$ cat src/rtl/dma_out_pkg.sv
package dma_out_pkg;

    typedef enum logic [3:0] {
        S_IDLE,
        S_FREQ,
        S_FWAIT,
        S_META,
        S_CSET,
        S_RREQ,
        S_RWAIT,
        S_PUSH,
        S_CEND,
        S_WB,
        S_XRREQ,
        S_XRWAIT,
        S_XWR,
        S_HALT
    } chan_st_e;

    // descriptor word indices
    localparam int unsigned W_NEXT  = 0;
    localparam int unsigned W_BUF   = 1;
    localparam int unsigned W_FLAGS = 2;
    localparam int unsigned W_END   = 3;

    // flags word bit positions
    localparam int unsigned F_LAST  = 0;
    localparam int unsigned F_OEOP  = 3;
    localparam int unsigned F_INTR  = 4;
    localparam int unsigned F_MD_LO = 16;
    localparam int unsigned CTX_DIS = 15;

endpackage

$ cat src/rtl/dma_out_chunk.sv
module dma_out_chunk #(
    parameter int unsigned AW        = 32,
    parameter int unsigned CHUNK_MAX = 2048,
    parameter int unsigned CW        = 12
) (
    input  logic [AW-1:0] pos_i,
    input  logic [AW-1:0] end_i,
    input  logic          oeop_i,
    output logic [CW-1:0] len_o,
    output logic          eop_o
);
    logic [AW-1:0] rem;
    logic          big;

    always_comb begin
        rem   = end_i - pos_i;
        big   = rem > AW'(CHUNK_MAX);
        len_o = big ? CW'(CHUNK_MAX) : rem[CW-1:0];
        eop_o = !big && oeop_i && (rem != '0);
    end
endmodule

$ cat src/rtl/dma_out_lane.sv
module dma_out_lane (
    input  logic [31:0] word_i,
    input  logic [1:0]  sel_i,
    output logic [7:0]  lane_o
);
    logic [3:0][7:0] lanes;

    for (genvar g = 0; g < 4; g++) begin : g_lane
        assign lanes[g] = word_i[8*g +: 8];
    end

    assign lane_o = lanes[sel_i];
endmodule

$ cat src/rtl/dma_out_chan.sv
module dma_out_chan
    import dma_out_pkg::*;
#(
    parameter int unsigned AW        = 32,
    parameter int unsigned CHUNK_MAX = 2048
) (
    input  logic          clk,
    input  logic          rst_n,
    input  logic          start_i,
    input  logic [AW-1:0] desc_addr_i,
    input  logic [AW-1:0] ctx_addr_i,
    output logic          mem_req_valid_o,
    input  logic          mem_req_ready_i,
    output logic          mem_req_we_o,
    output logic [AW-1:0] mem_req_addr_o,
    output logic [31:0]   mem_req_wdata_o,
    input  logic          mem_rsp_valid_i,
    input  logic [31:0]   mem_rsp_data_i,
    output logic          md_valid_o,
    input  logic          md_ready_i,
    output logic [15:0]   md_data_o,
    output logic          st_valid_o,
    input  logic          st_ready_i,
    output logic [7:0]    st_data_o,
    output logic          st_eop_o,
    output logic          irq_set_o,
    output logic          busy_o,
    output logic          eol_o,
    output logic [AW-1:0] cur_desc_o,
    output logic [AW-1:0] cur_pos_o
);
    localparam int unsigned CW = $clog2(CHUNK_MAX + 1);

    typedef struct packed {
        chan_st_e        st;
        logic [1:0]      idx;
        logic [3:0][31:0] dsc;
        logic [AW-1:0]   cur_desc;
        logic [AW-1:0]   cur_pos;
        logic [AW-1:0]   rd_addr;
        logic [AW-1:0]   ctx_base;
        logic [CW-1:0]   left;
        logic            ceop;
        logic            smd;
        logic            eol;
        logic            irq;
        logic            cvld;
        logic [AW-3:0]   caddr;
        logic [31:0]     cdata;
        logic [31:0]     ctx;
    } regs_t;

    regs_t q, d;

    logic [CW-1:0] chunk_len;
    logic          chunk_eop;
    logic [7:0]    lane_byte;
    logic [31:0]   flags;
    logic [AW-1:0] end_ptr;
    logic          cache_hit;

    assign flags   = q.dsc[W_FLAGS];
    assign end_ptr = q.dsc[W_END][AW-1:0];

    dma_out_chunk #(.AW(AW), .CHUNK_MAX(CHUNK_MAX), .CW(CW)) u_chunk (
        .pos_i  (q.cur_pos),
        .end_i  (end_ptr),
        .oeop_i (flags[F_OEOP]),
        .len_o  (chunk_len),
        .eop_o  (chunk_eop)
    );

    dma_out_lane u_lane (
        .word_i (q.cdata),
        .sel_i  (q.rd_addr[1:0]),
        .lane_o (lane_byte)
    );

    assign cache_hit = q.cvld && (q.caddr == q.rd_addr[AW-1:2]);

    always_comb begin
        d               = q;
        d.irq           = 1'b0;
        mem_req_valid_o = 1'b0;
        mem_req_we_o    = 1'b0;
        mem_req_addr_o  = '0;
        mem_req_wdata_o = '0;
        md_valid_o      = 1'b0;
        md_data_o       = flags[F_MD_LO +: 16];
        st_valid_o      = 1'b0;
        st_data_o       = lane_byte;
        st_eop_o        = 1'b0;

        unique case (q.st)
            S_IDLE, S_HALT: begin
                if (start_i) begin
                    d.cur_desc = desc_addr_i;
                    d.ctx_base = ctx_addr_i;
                    d.idx      = '0;
                    d.smd      = 1'b1;
                    d.eol      = 1'b0;
                    d.cvld     = 1'b0;
                    d.st       = S_FREQ;
                end
            end
            S_FREQ: begin
                mem_req_valid_o = 1'b1;
                mem_req_addr_o  = q.cur_desc + AW'({q.idx, 2'b00});
                if (mem_req_ready_i) d.st = S_FWAIT;
            end
            S_FWAIT: begin
                if (mem_rsp_valid_i) begin
                    d.dsc[q.idx] = mem_rsp_data_i;
                    if (q.idx == 2'd3) begin
                        d.idx     = '0;
                        d.cur_pos = q.dsc[W_BUF][AW-1:0];
                        d.st      = q.smd ? S_META : S_CSET;
                    end else begin
                        d.idx = q.idx + 2'd1;
                        d.st  = S_FREQ;
                    end
                end
            end
            S_META: begin
                md_valid_o = 1'b1;
                if (md_ready_i) begin
                    d.smd = 1'b0;
                    d.st  = S_CSET;
                end
            end
            S_CSET: begin
                d.rd_addr = q.cur_pos;
                d.left    = chunk_len;
                d.ceop    = chunk_eop;
                d.st      = (chunk_len == '0) ? S_CEND : S_RREQ;
            end
            S_RREQ: begin
                if (cache_hit) begin
                    d.st = S_PUSH;
                end else begin
                    mem_req_valid_o = 1'b1;
                    mem_req_addr_o  = {q.rd_addr[AW-1:2], 2'b00};
                    if (mem_req_ready_i) d.st = S_RWAIT;
                end
            end
            S_RWAIT: begin
                if (mem_rsp_valid_i) begin
                    d.cvld  = 1'b1;
                    d.caddr = q.rd_addr[AW-1:2];
                    d.cdata = mem_rsp_data_i;
                    d.st    = S_PUSH;
                end
            end
            S_PUSH: begin
                st_valid_o = 1'b1;
                st_eop_o   = q.ceop && (q.left == CW'(1));
                if (st_ready_i) begin
                    d.rd_addr = q.rd_addr + AW'(1);
                    d.left    = q.left - CW'(1);
                    if (q.left == CW'(1))          d.st = S_CEND;
                    else if (q.rd_addr[1:0] == 2'd3) d.st = S_RREQ;
                end
            end
            S_CEND: begin
                d.cur_pos = q.rd_addr;
                if (q.rd_addr == end_ptr) begin
                    d.irq = flags[F_INTR];
                    if (flags[F_OEOP]) d.smd = 1'b1;
                    d.idx = '0;
                    d.st  = S_WB;
                end else begin
                    d.st = S_CSET;
                end
            end
            S_WB: begin
                mem_req_valid_o = 1'b1;
                mem_req_we_o    = 1'b1;
                mem_req_addr_o  = q.cur_desc + AW'({q.idx, 2'b00});
                mem_req_wdata_o = q.dsc[q.idx];
                if (mem_req_ready_i) begin
                    if (q.idx == 2'd3) begin
                        d.idx = '0;
                        if (flags[F_LAST]) begin
                            d.st = S_XRREQ;
                        end else begin
                            d.cur_desc = q.dsc[W_NEXT][AW-1:0];
                            d.st       = S_FREQ;
                        end
                    end else begin
                        d.idx = q.idx + 2'd1;
                    end
                end
            end
            S_XRREQ: begin
                mem_req_valid_o = 1'b1;
                mem_req_addr_o  = q.ctx_base + AW'(4);
                if (mem_req_ready_i) d.st = S_XRWAIT;
            end
            S_XRWAIT: begin
                if (mem_rsp_valid_i) begin
                    d.ctx          = mem_rsp_data_i;
                    d.ctx[CTX_DIS] = 1'b1;
                    d.st           = S_XWR;
                end
            end
            S_XWR: begin
                mem_req_valid_o = 1'b1;
                mem_req_we_o    = 1'b1;
                mem_req_addr_o  = q.ctx_base + AW'(4);
                mem_req_wdata_o = q.ctx;
                if (mem_req_ready_i) begin
                    d.eol = 1'b1;
                    d.st  = S_HALT;
                end
            end
            default: d.st = S_IDLE;
        endcase
    end

    always_ff @(posedge clk or negedge rst_n) begin
        if (!rst_n) begin
            q    <= '0;
            q.st <= S_IDLE;
        end else begin
            q <= d;
        end
    end

    assign irq_set_o  = q.irq;
    assign busy_o     = (q.st != S_IDLE) && (q.st != S_HALT);
    assign eol_o      = q.eol;
    assign cur_desc_o = q.cur_desc;
    assign cur_pos_o  = q.cur_pos;
endmodule

$ cat config.mk
export PLATFORM = sky130hd
export DESIGN_NAME = dma_out_chan
export DESIGN_NICKNAME = d
export VERILOG_FILES = /design/src/rtl/dma_out_pkg.sv /design/src/rtl/dma_out_chunk.sv /design/src/rtl/dma_out_lane.sv /design/src/rtl/dma_out_chan.sv
export SDC_FILE = /design/constraint.sdc
export NUM_CORES = 1
export LEC_CHECK = 0
export BUFFER_PORTS_ARGS = -buffer_cell sky130_fd_sc_hd__buf_2
export CAP_MARGIN = 20
export CORE_ASPECT_RATIO = 1.2
export CORE_UTILIZATION = 50
export CTS_BUF_LIST = sky130_fd_sc_hd__clkbuf_2
export CTS_CLUSTER_DIAMETER = 50
export DETAILED_ROUTE_END_ITERATION = 10
export PLACE_DENSITY = 0.74
export SYNTH_ARGS = -nofsm -noshare
export SYNTH_HDL_FRONTEND = slang
export SYNTH_SLANG_ARGS = --single-unit
$ cat constraint.sdc
create_clock -name clk -period 8.75 [get_ports clk]
set_clock_uncertainty 0.2 [all_clocks]
set_input_delay 0.875 -clock clk [delete_from_list [all_inputs] [get_ports clk]]
set_output_delay 0.875 -clock clk [all_outputs]
set_load 0.02 [all_outputs]
==> out/qor.txt <==
min-delay worst type: in -> async
Multi-input gate area: 0.0118 mm2
global-route wire length before repair: 118 mm
Post-synth top cells: dfrtp_1, mux2_2, nand2_1
Worst Max-Slew Pin Slew: 1060 ps
Final Cycle Share: 0.593
Clock Root Buffer: clkbuf_2
Slowest-stage cell, CP: or3_1
Rows: 84
Top delay family on crit path: simple AND/OR/NAND/NOR gates
CTS tree: built
worst path bufs/invs: 2
CP Data Required Time: 7680 ps
syn avg cell area: 10.3 um2
Synth area leader: dfrtp_1
critical path's largest stage delay: 450 ps
critical path type: reg -> out
IO Port Bufs: 262
via count: 19,739
Detailed Route WL: 79.6 mm
post-cts sizing count: 0
pwr/cell area: 348 mW/mm2
Final Critical Period: 5190 ps
pre-CTS setup slack: 4490 ps
DR vias/cell: 6.39
Die Span Y: 234 um
Synth cell types: 82
layout overhead on the synthesized area: 13.5%
post-synthesis register bit count: 373
initial antenna violation count: 6
global placer's final weighted congestion: 0.988
EDFF count, synth: 0
crit-path max FO: 5
first-pass iteration count of the detailed router: 6
Clock Sinks: 373
Pins Over Slew Limit: 0
GRT overflow: 0
sequential fraction of the synthesis area: 0.414
Starting Density: 0.510
startpoint types: flop
drt drc: 0
clock-pin transition on the worst setup and hold timing paths: 120 ps
slew margin rel.: 0.293
total of max-cap violations: 0
top-count cell post-synth: dfrtp_1
vias in the first global route: 19,242
# setup viols final: 0
critical path data arrival time: 4110 ps
setup_tns: 0 ps
cell with the most instances on the worst path: nor2_1
largest net degree at the start of global routing: 176
Setup crit end kind: output port
DP Wirelength: 56.1 mm
htree depth: 3
number of routed nets with antenna violations: 0
synth top area cells: dfrtp_1, mux2_2, mux4_2, a21oi_1, mux2i_1
Mapped Area: 0.0225 mm2
Max Clk Rate: 193 MHz
Die Area: 0.0459 mm2
syn nets: 2,329
post-synth top area share: 0.414
Hold Vio Cnt, Final: 0
yosys warns: 0
Final WS setup: 3560 ps
hold_ws: 95.9 ps
Leak: 11.8 nW
Skew-Pair Late Insertion Delay: 1150 ps
buffer levels on the longest clock path: 3
total CTS buffers: 92
crit-path cells: ha_1 > inv_1 > fa_1 > nor2_1 > nand3_1 > or3_1 > nor2_1 > nand4_1 > xnor2_1 > a22oi_1 > o21ai_0 > buf_2
Util after Layout: 0.579
Gate Count Post-Synth: 2,183
Total GRT Usage: 0.343
ys flop type: dfrtp_1
drt wl/cell: 25.8 um
core region area: 0.0441 mm2
Post-layout nets: 2,600
Die W: 196 um
fill count: 3,644
fraction of registers with async set or reset after synthesis: 1.00
setup repair after global routing missed its margin: no
fraction of layout cells with a size suffix above 1: 0.304
outcome: finished clean
DRT iter0 DRCs: 2,160
Sequential cell area: 0.00934 mm2
IO Pins: 263
peak supply drop: 193 uV
[per-stage QoR]
stage | cells | area [um2] | power (mW)
final | 3089 | 25600 | 8.90
after global routing | 3087 | 25600 | 9.34
after CTS | 3083 | 25500 | 8.75
after detailed placement | 2816 | 23700 | 7.50
after global placement | 2816 | 23700 | 7.38
after floorplan | 2183 | 22500 | 6.17
[what timing repair did]
item,4_1_cts,5_1_grt
hold buffers,101,0
hold endpoints to repair,316,0
setup buffers,0,0
[cell type report]
type,instances,share of cell area
Timing Repair Buffer,401,0.104
Antenna cell,4,0.000392
Multi-Input combinational cell,1528,0.462
Sequential cell,373,0.365
Clock inverter,38,0.00783
Tap cell,559,0.0274
Clock buffer,128,0.0251
Inverter,58,0.00852
[layer usage]
layer	global-route usage	vias to the layer above	wire, um
met5	0	-	13
met4	0.213	2	5170
met3	0.0794	310	7840
met2	0.544	1255	36500
met1	0.427	9690	30100
li1	-	8482	-
[final timing paths]
path,startpoint,to,slack (ps),cells past startpoint
worst min-delay path,rst_n,q[162]$_DFFE_PN0P_,100,2
worst max register to register,flop,q[98]$_DFFE_PN0P_,4300,13
worst min register to register,q[33]$_DFFE_PN0P_,q[33]$_DFFE_PN0P_,310,1
min in group clk,st_ready_i,q[109]$_DFFE_PN0P_,170,4
max in group asynchronous,rst_n,asynchronous set/reset pin,6140,4
worst max-delay path,cur_desc_o[2]$_DFFE_PN0P_,mem_req_addr_o[30],3560,12
[report_power, final]
group / leakage (nW) / switching, mW / total [mW] / internal (mW)
sequential: 4.72 / 1.06 / 3.47 / 2.41
combinational: 6.49 / 2.44 / 4.21 / 1.77
clock: 0.629 / 0.791 / 1.23 / 0.439
[layout by cell type (no fill, tap or decap), types with 5 or more instances in the layout]
cell	Yosys	routed
a22oi_1	20	20
a22o_1	35	35
nor2b_1	10	10
buf_4	81	35
nor3_1	24	21
a21oi_1	135	134
nor3b_1	6	5
nand2b_1	6	6
a2111oi_0	5	5
dfrtp_1	373	372
ha_1	41	41
xor2_1	69	69
and2_1	8	8
a221oi_1	5	5
nor4_1	17	17
and4_1	8	8
mux2_2	256	256
o22ai_1	18	18
mux2i_1	67	67
dlygate4sd3_1	0	101
buf_2	3	261
nand2_1	168	167
mux4_2	40	40
nand3b_1	6	6
nor2_1	128	127
nand4_1	44	44
inv_1	57	57
o221ai_1	22	22
a21o_1	11	11
xnor2_1	64	64
o21a_1	9	9
clkbuf_2	0	128
or3_1	13	13
clkinv_1	0	28
o21ai_0	122	122
and3_1	13	13
o31ai_1	9	9
nand3_1	67	67
[cells by family after synthesis]
family,share of synthesized area
XOR/XNOR,0.0517
AO/OA/AOI/OAI,0.133
AND/OR/NAND/NOR,0.115
multiplexers,0.198
buffers and inverters,0.0639
adder cells (fa/ha/maj),0.0246
flip-flops,0.414
[worst reg2reg max path: cells and delay by family (launching register included)]
family | cells | cell delay, ps
flip-flops | 1 | 430
AND/OR/NAND/NOR | 4 | 1260
buffers and inverters | 2 | 140
AO/OA/AOI/OAI | 5 | 1660
adder cells (fa/ha/maj) | 2 | 590
No activity file was read; power rests on OpenSTA's default activity.
